[config.mk]
export PLATFORM = sky130hd
export DESIGN_NAME = opfwd_top
export DESIGN_NICKNAME = d
export VERILOG_FILES = /design/src/rtl/opfwd_pkg.sv /design/src/rtl/opfwd_decode.sv /design/src/rtl/opfwd_match.sv /design/src/rtl/opfwd_mux.sv /design/src/rtl/opfwd_top.sv
export SDC_FILE = /design/constraint.sdc
export NUM_CORES = 1
export LEC_CHECK = 0
export BUFFER_PORTS_ARGS = -buffer_cell sky130_fd_sc_hd__buf_2
export CORE_AREA = 2 2 91 93
export DETAILED_ROUTE_END_ITERATION = 12
export DIE_AREA = 0 0 93 95
export PLACE_DENSITY = 0.73
export RECOVER_POWER = 100
export SYNTH_ARGS = -nofsm -noshare
export SYNTH_HDL_FRONTEND = slang
export SYNTH_HIERARCHICAL = 1
export SYNTH_SLANG_ARGS = --single-unit
[constraint.sdc]
create_clock -name vclk -period 7.4
set_input_delay 0.74 -clock vclk [all_inputs]
set_output_delay 0.74 -clock vclk [all_outputs]
set_load 0.01 [all_outputs]
[src/rtl/opfwd_pkg.sv]
package opfwd_pkg;

  localparam int OPW = 6;

  typedef enum logic [1:0] {
    SRC_RF  = 2'b00,
    SRC_ALU = 2'b01,
    SRC_WB  = 2'b10
  } src_sel_e;

  typedef struct packed {
    logic rd_a;     // port A is a source
    logic rd_b;     // port B is a source
    logic b_is_rc;  // port B field comes from rc
    logic wr;       // instruction writes its destination
  } op_use_t;

  localparam logic [1:0]     CLS_ALU_RR  = 2'b10;
  localparam logic [1:0]     CLS_ALU_LIT = 2'b11;
  localparam logic [OPW-1:0] OPC_LOAD    = 6'b011000;
  localparam logic [OPW-1:0] OPC_STORE   = 6'b011001;
  localparam logic [OPW-1:0] OPC_JUMP    = 6'b011011;
  localparam logic [OPW-1:0] OPC_BR_EQ   = 6'b011100;
  localparam logic [OPW-1:0] OPC_BR_NE   = 6'b011101;

endpackage

[src/rtl/opfwd_decode.sv]
module opfwd_decode
  import opfwd_pkg::*;
(
  input  logic [OPW-1:0] op,
  output op_use_t        use_o
);

  always_comb begin
    use_o = '0;
    if (op[OPW-1 -: 2] == CLS_ALU_RR) begin
      use_o.rd_a = 1'b1;
      use_o.rd_b = 1'b1;
      use_o.wr   = 1'b1;
    end else if (op[OPW-1 -: 2] == CLS_ALU_LIT) begin
      use_o.rd_a = 1'b1;
      use_o.wr   = 1'b1;
    end else begin
      unique case (op)
        OPC_LOAD: begin
          use_o.rd_a = 1'b1;
          use_o.wr   = 1'b1;
        end
        OPC_STORE: begin
          use_o.rd_a    = 1'b1;
          use_o.rd_b    = 1'b1;
          use_o.b_is_rc = 1'b1;
        end
        OPC_JUMP, OPC_BR_EQ, OPC_BR_NE: begin
          use_o.rd_a = 1'b1;
          use_o.wr   = 1'b1;
        end
        default: use_o = '0;
      endcase
    end
  end

  // a store never claims a register write, and only stores steer port B to rc
  always_comb begin
    if (use_o.b_is_rc) begin
      p_store_no_write_r1: assert (!use_o.wr && use_o.rd_b)
        else $error("store decode inconsistent");
    end
  end

endmodule

[src/rtl/opfwd_match.sv]
module opfwd_match
  import opfwd_pkg::*;
#(
  parameter int AW       = 5,
  parameter int ZERO_REG = 31
) (
  input  logic          src_used,
  input  logic [AW-1:0] src_addr,
  input  logic          alu_wr,
  input  logic [AW-1:0] alu_dst,
  input  logic          wb_we,
  input  logic [AW-1:0] wb_dst,
  output src_sel_e      sel
);

  localparam logic [AW-1:0] ZERO_ADDR = AW'(ZERO_REG);

  logic live_src;
  logic alu_hit;
  logic wb_hit;

  assign live_src = src_used && (src_addr != ZERO_ADDR);
  assign alu_hit  = live_src && alu_wr && (src_addr == alu_dst);
  assign wb_hit   = live_src && wb_we  && (src_addr == wb_dst);

  always_comb begin
    if (alu_hit)     sel = SRC_ALU;
    else if (wb_hit) sel = SRC_WB;
    else             sel = SRC_RF;
  end

  // write-back is only chosen with the write enable high
  always_comb begin
    if (sel == SRC_WB) begin
      p_wb_needs_we_r9: assert (wb_we && wb_dst == src_addr)
        else $error("write-back bypass without write");
    end
  end

  // execute-stage bypass only from a writing instruction
  always_comb begin
    if (sel == SRC_ALU) begin
      p_alu_needs_wr_r8: assert (alu_wr && alu_dst == src_addr)
        else $error("execute bypass from non-writer");
    end
  end

endmodule

[src/rtl/opfwd_mux.sv]
module opfwd_mux
  import opfwd_pkg::*;
#(
  parameter int DW       = 32,
  parameter int AW       = 5,
  parameter int ZERO_REG = 31
) (
  input  src_sel_e      sel,
  input  logic [AW-1:0] src_addr,
  input  logic [DW-1:0] rf_data,
  input  logic [DW-1:0] alu_data,
  input  logic [DW-1:0] wb_data,
  output logic [DW-1:0] opnd
);

  localparam logic [AW-1:0] ZERO_ADDR = AW'(ZERO_REG);

  always_comb begin
    if (src_addr == ZERO_ADDR) begin
      opnd = '0;
    end else begin
      unique case (sel)
        SRC_ALU: opnd = alu_data;
        SRC_WB:  opnd = wb_data;
        default: opnd = rf_data;
      endcase
    end
  end

endmodule

[src/rtl/opfwd_top.sv]
module opfwd_top
  import opfwd_pkg::*;
#(
  parameter int DW       = 32,
  parameter int AW       = 5,
  parameter int ZERO_REG = 31
) (
  input  logic [OPW-1:0] rf_op,
  input  logic [AW-1:0]  rf_ra,
  input  logic [AW-1:0]  rf_rb,
  input  logic [AW-1:0]  rf_rc,
  input  logic [OPW-1:0] alu_op,
  input  logic [AW-1:0]  alu_rc,
  input  logic           wb_we,
  input  logic [AW-1:0]  wb_waddr,
  input  logic [DW-1:0]  rf_rd_a,
  input  logic [DW-1:0]  rf_rd_b,
  input  logic [DW-1:0]  alu_result,
  input  logic [DW-1:0]  wb_wdata,
  output logic [AW-1:0]  rf_raddr_b,
  output logic [1:0]     sel_a,
  output logic [1:0]     sel_b,
  output logic [DW-1:0]  opnd_a,
  output logic [DW-1:0]  opnd_b
);

  localparam int NPORT = 2;
  localparam logic [AW-1:0] ZERO_ADDR = AW'(ZERO_REG);

  op_use_t rf_use;
  op_use_t alu_use;

  logic              port_used [NPORT];
  logic [AW-1:0]     port_addr [NPORT];
  logic [DW-1:0]     port_rf   [NPORT];
  src_sel_e          port_sel  [NPORT];
  logic [DW-1:0]     port_opnd [NPORT];

  opfwd_decode u_dec_rf  (.op(rf_op),  .use_o(rf_use));
  opfwd_decode u_dec_alu (.op(alu_op), .use_o(alu_use));

  assign port_used[0] = rf_use.rd_a;
  assign port_used[1] = rf_use.rd_b;
  assign port_addr[0] = rf_ra;
  assign port_addr[1] = rf_use.b_is_rc ? rf_rc : rf_rb;
  assign port_rf[0]   = rf_rd_a;
  assign port_rf[1]   = rf_rd_b;

  for (genvar p = 0; p < NPORT; p++) begin : g_port
    opfwd_match #(.AW(AW), .ZERO_REG(ZERO_REG)) u_match (
      .src_used (port_used[p]),
      .src_addr (port_addr[p]),
      .alu_wr   (alu_use.wr),
      .alu_dst  (alu_rc),
      .wb_we    (wb_we),
      .wb_dst   (wb_waddr),
      .sel      (port_sel[p])
    );

    opfwd_mux #(.DW(DW), .AW(AW), .ZERO_REG(ZERO_REG)) u_mux (
      .sel      (port_sel[p]),
      .src_addr (port_addr[p]),
      .rf_data  (port_rf[p]),
      .alu_data (alu_result),
      .wb_data  (wb_wdata),
      .opnd     (port_opnd[p])
    );

    // register 31 is never forwarded and reads zero
    always_comb begin
      if (port_addr[p] == ZERO_ADDR) begin
        p_zero_reg_r6: assert (port_sel[p] == SRC_RF && port_opnd[p] == '0)
          else $error("register 31 forwarded or nonzero");
      end
    end

    // an unread port never selects a bypass
    always_comb begin
      if (!port_used[p]) begin
        p_unused_port_r7: assert (port_sel[p] == SRC_RF)
          else $error("bypass on unread port");
      end
    end

    // operand follows the chosen source
    always_comb begin
      if (port_sel[p] == SRC_ALU) begin
        p_mux_alu_r10: assert (port_opnd[p] == alu_result)
          else $error("operand not execute result");
      end
      if (port_sel[p] == SRC_WB) begin
        p_mux_wb_r10: assert (port_opnd[p] == wb_wdata)
          else $error("operand not write-back data");
      end
    end

    // with both stages matching, the execute stage wins
    always_comb begin
      if (port_used[p] && port_addr[p] != ZERO_ADDR && alu_use.wr &&
          alu_rc == port_addr[p] && wb_we && wb_waddr == port_addr[p]) begin
        p_alu_priority_r4: assert (port_sel[p] == SRC_ALU)
          else $error("write-back won over execute stage");
      end
    end
  end

  assign rf_raddr_b = port_addr[1];
  assign sel_a      = port_sel[0];
  assign sel_b      = port_sel[1];
  assign opnd_a     = port_opnd[0];
  assign opnd_b     = port_opnd[1];

endmodule

==> results <==
- The number of cell rows is 33.
- A synthesized cell averages ~8.6 sq um.
- The post-route clock period utilization is roughly 86%.
- The post-route netlist has between 40 and 50% of its cells at a drive strength greater than 1.
- Hold repair after CTS inserted 0 buffers.
- Max-cap violations in this run came to 3.
- After clock tree synthesis, the repair step resized 0 gates.
- The number of endpoints with negative hold slack in the final report is 0.
- The min-delay analysis places its worst path in the category primary input to output pin.
- Static timing analysis puts the maximum clock frequency at between 150 and 200 MHz.
- Setup violations remaining at the end of the flow were counted as 0.
- The effective utilization at floorplan is 32.4%.
- The area of the mapped netlist is between 0.002 and 0.003 sq mm.
- The mean routed wirelength per cell is approximately 17 um.
- The critical path is of the primary input to output pin type.
- The number of antenna violations at the first check in global routing is 0.
- The library cells used most frequently in the layout, excluding fill and tap cells, are 178 x sky130_fd_sc_hd__buf_2, 64 x sky130_fd_sc_hd__nor2b_1, 64 x sky130_fd_sc_hd__a221oi_1, 62 x sky130_fd_sc_hd__clkbuf_1, 60 x sky130_fd_sc_hd__a211oi_2.
- The floorplan step defined a die boundary enclosing between 0.008 and 0.009 sq mm.
- The sort of element at the end of the critical path is an output pin.
- The port buffer count is between 200 and 250.
- The total overflow left after global routing is 0.
- The endpoint required time on the critical path is ~6.7 ns.
- Setup repair after global routing left no endpoint under its margin.
- The critical path goes through buf_2 > and4bb_2 > nand2_1 > nor2_1 > mux2_1 > xor2_1 > nor4_1 > nand3_1 > nor3_1 > inv_1 > ha_1 > a221oi_1 > a211oi_2 > clkbuf_1.
- The via count of the first global-routing pass was approximately 3200.
- The flow ran to the end, but the final reports show violations.
- The arrival time at the worst endpoint is about 5.6 ns.
- Leaving out fill and tap cells, the most frequent cell in the layout is sky130_fd_sc_hd__buf_2.
- The layout net count is about 670.
- The layout clock buffer count is 0.
- The maximum single-stage delay on the critical path is between 1 and 1.5 ns.
- Dividing total power by cell area gives a power density of 50.7 mW/mm^2.
- The global-route wire length before repair is 15200 um.
- The final layout contains a sequential cell count of 0.
- The number of setup buffers added after CTS is 0.
- The sequential cell area is 0 sq um.
- The congestion estimate from routability-driven global placement came to ~0.95.
- The max-slew violation total from the final report is 138.
- The worst-case IR drop observed on VDD is between 0.04 and 0.05 mV.
- The number of antenna diodes in the final layout is 0.
- The final layout contains routed wiring with a total length of between 10000 and 15000 um.
- In this run, the number of DRC markers left after iteration 0 of detailed routing was between 150 and 200.
- The checks that failed: capacitance limit, slew limit.
- The standby leakage power is roughly 0.0014 uW.
- STA classifies the critical path startpoint as a primary input.
- The count of synthesis-stage warnings from yosys is 6.
- The relative slew slack is -59.5%.
- The total area inside the core boundary comes to between 0.007 and 0.008 sq mm.
- The cell count after synthesis came out at ~300.
- Summing over every cut layer, the via total after detailed routing is about 3400.
- Entering global routing, the biggest net connects 65 pins.
- Compared with the post-synthesis result, the final layout area differs by 36.4%.
- At the pin with the least slew margin, the transition time is around 2.4 ns.
- The floorplan step set the die height to between 90 and 100 um.
- The number of ports placed on the die boundary is around 240.
- The placed instance count is roughly 600.
- Once detailed placement completed, the half-perimeter wirelength came to 7830 um.
- Hold is met by 1.86 ns.
- The number of search-and-repair iterations in the first detailed-routing pass is 4.
- The remaining antenna violation count after routing is 0.
- The number of nets handed over by synthesis was about 470.
- The finished layout holds 602 standard cells, fillers aside.
- Counting both buffers and inverters, the worst setup path holds a total of 3.
- The maximum fanout along the worst path is 36.
- Across every metal layer, demand over resource in global routing totals 20.7%.
- After detailed routing, the number of remaining DRC violations is 0.
- The clock period could shrink to between 6 and 7 ns.
- The gate family responsible for the most delay along the worst path is simple AND/OR/NAND/NOR gates.
- The average via count per standard cell is ~5.7.
- The total negative slack for setup checks is 0 ns.
- The die is approximately 93 um wide.
- The library cell contributing the largest single delay on the critical path is sky130_fd_sc_hd__mux2_1.
[stage by stage]
step	power (uW)	setup slack, ns	area, sq um	utilization (%)
after detailed placement	184	1.69	3600	45.5
after floorplan	99.6	3.11	2570	-
after CTS	184	1.70	3600	45.5
after global routing	193	0.710	3500	44.2
after global placement	181	1.87	3600	45.5
final	178	1.06	3500	44.2
[worst min-delay path: cells and delay by family]
kind	cells	cell delay (ns)
AO/OA/AOI/OAI	1	0.05
AND/OR/NAND/NOR	1	0.10
buffers and inverters	2	0.23
[path summary, 6_finish.rpt]
| check | end | slack (ns) | start | cells after the start |
|---|---|---|---|---|
| setup / recovery | opnd_b[20] | 1.06 | rf_op[1] | 14 |
| hold / removal | opnd_b[31] | 1.86 | rf_rd_b[31] | 4 |
[power breakdown]
part           internal, uW  switching (uW)  total, uW
logic                  82.7            94.8        178
registers                 0               0          0
clock network             0               0          0
[metal layers]
| layer | part of all wire [%] | routed length, um | global-route usage [%] |
|---|---|---|---|
| met3 | 7.1 | 727 | 1.68 |
| met2 | 50 | 5150 | 38.1 |
| met5 | 0 | 0 | 0 |
| met4 | 1.5 | 157 | 4.29 |
| met1 | 41 | 4180 | 26.4 |
[final cells by class]
type	count	area, sq um
fillers	856	4420
multi-input cells	250	2220
repair buffers	241	1130
well taps	105	131
inverters	6	22.5
Note: power is estimated with default switching activity, not from simulation.
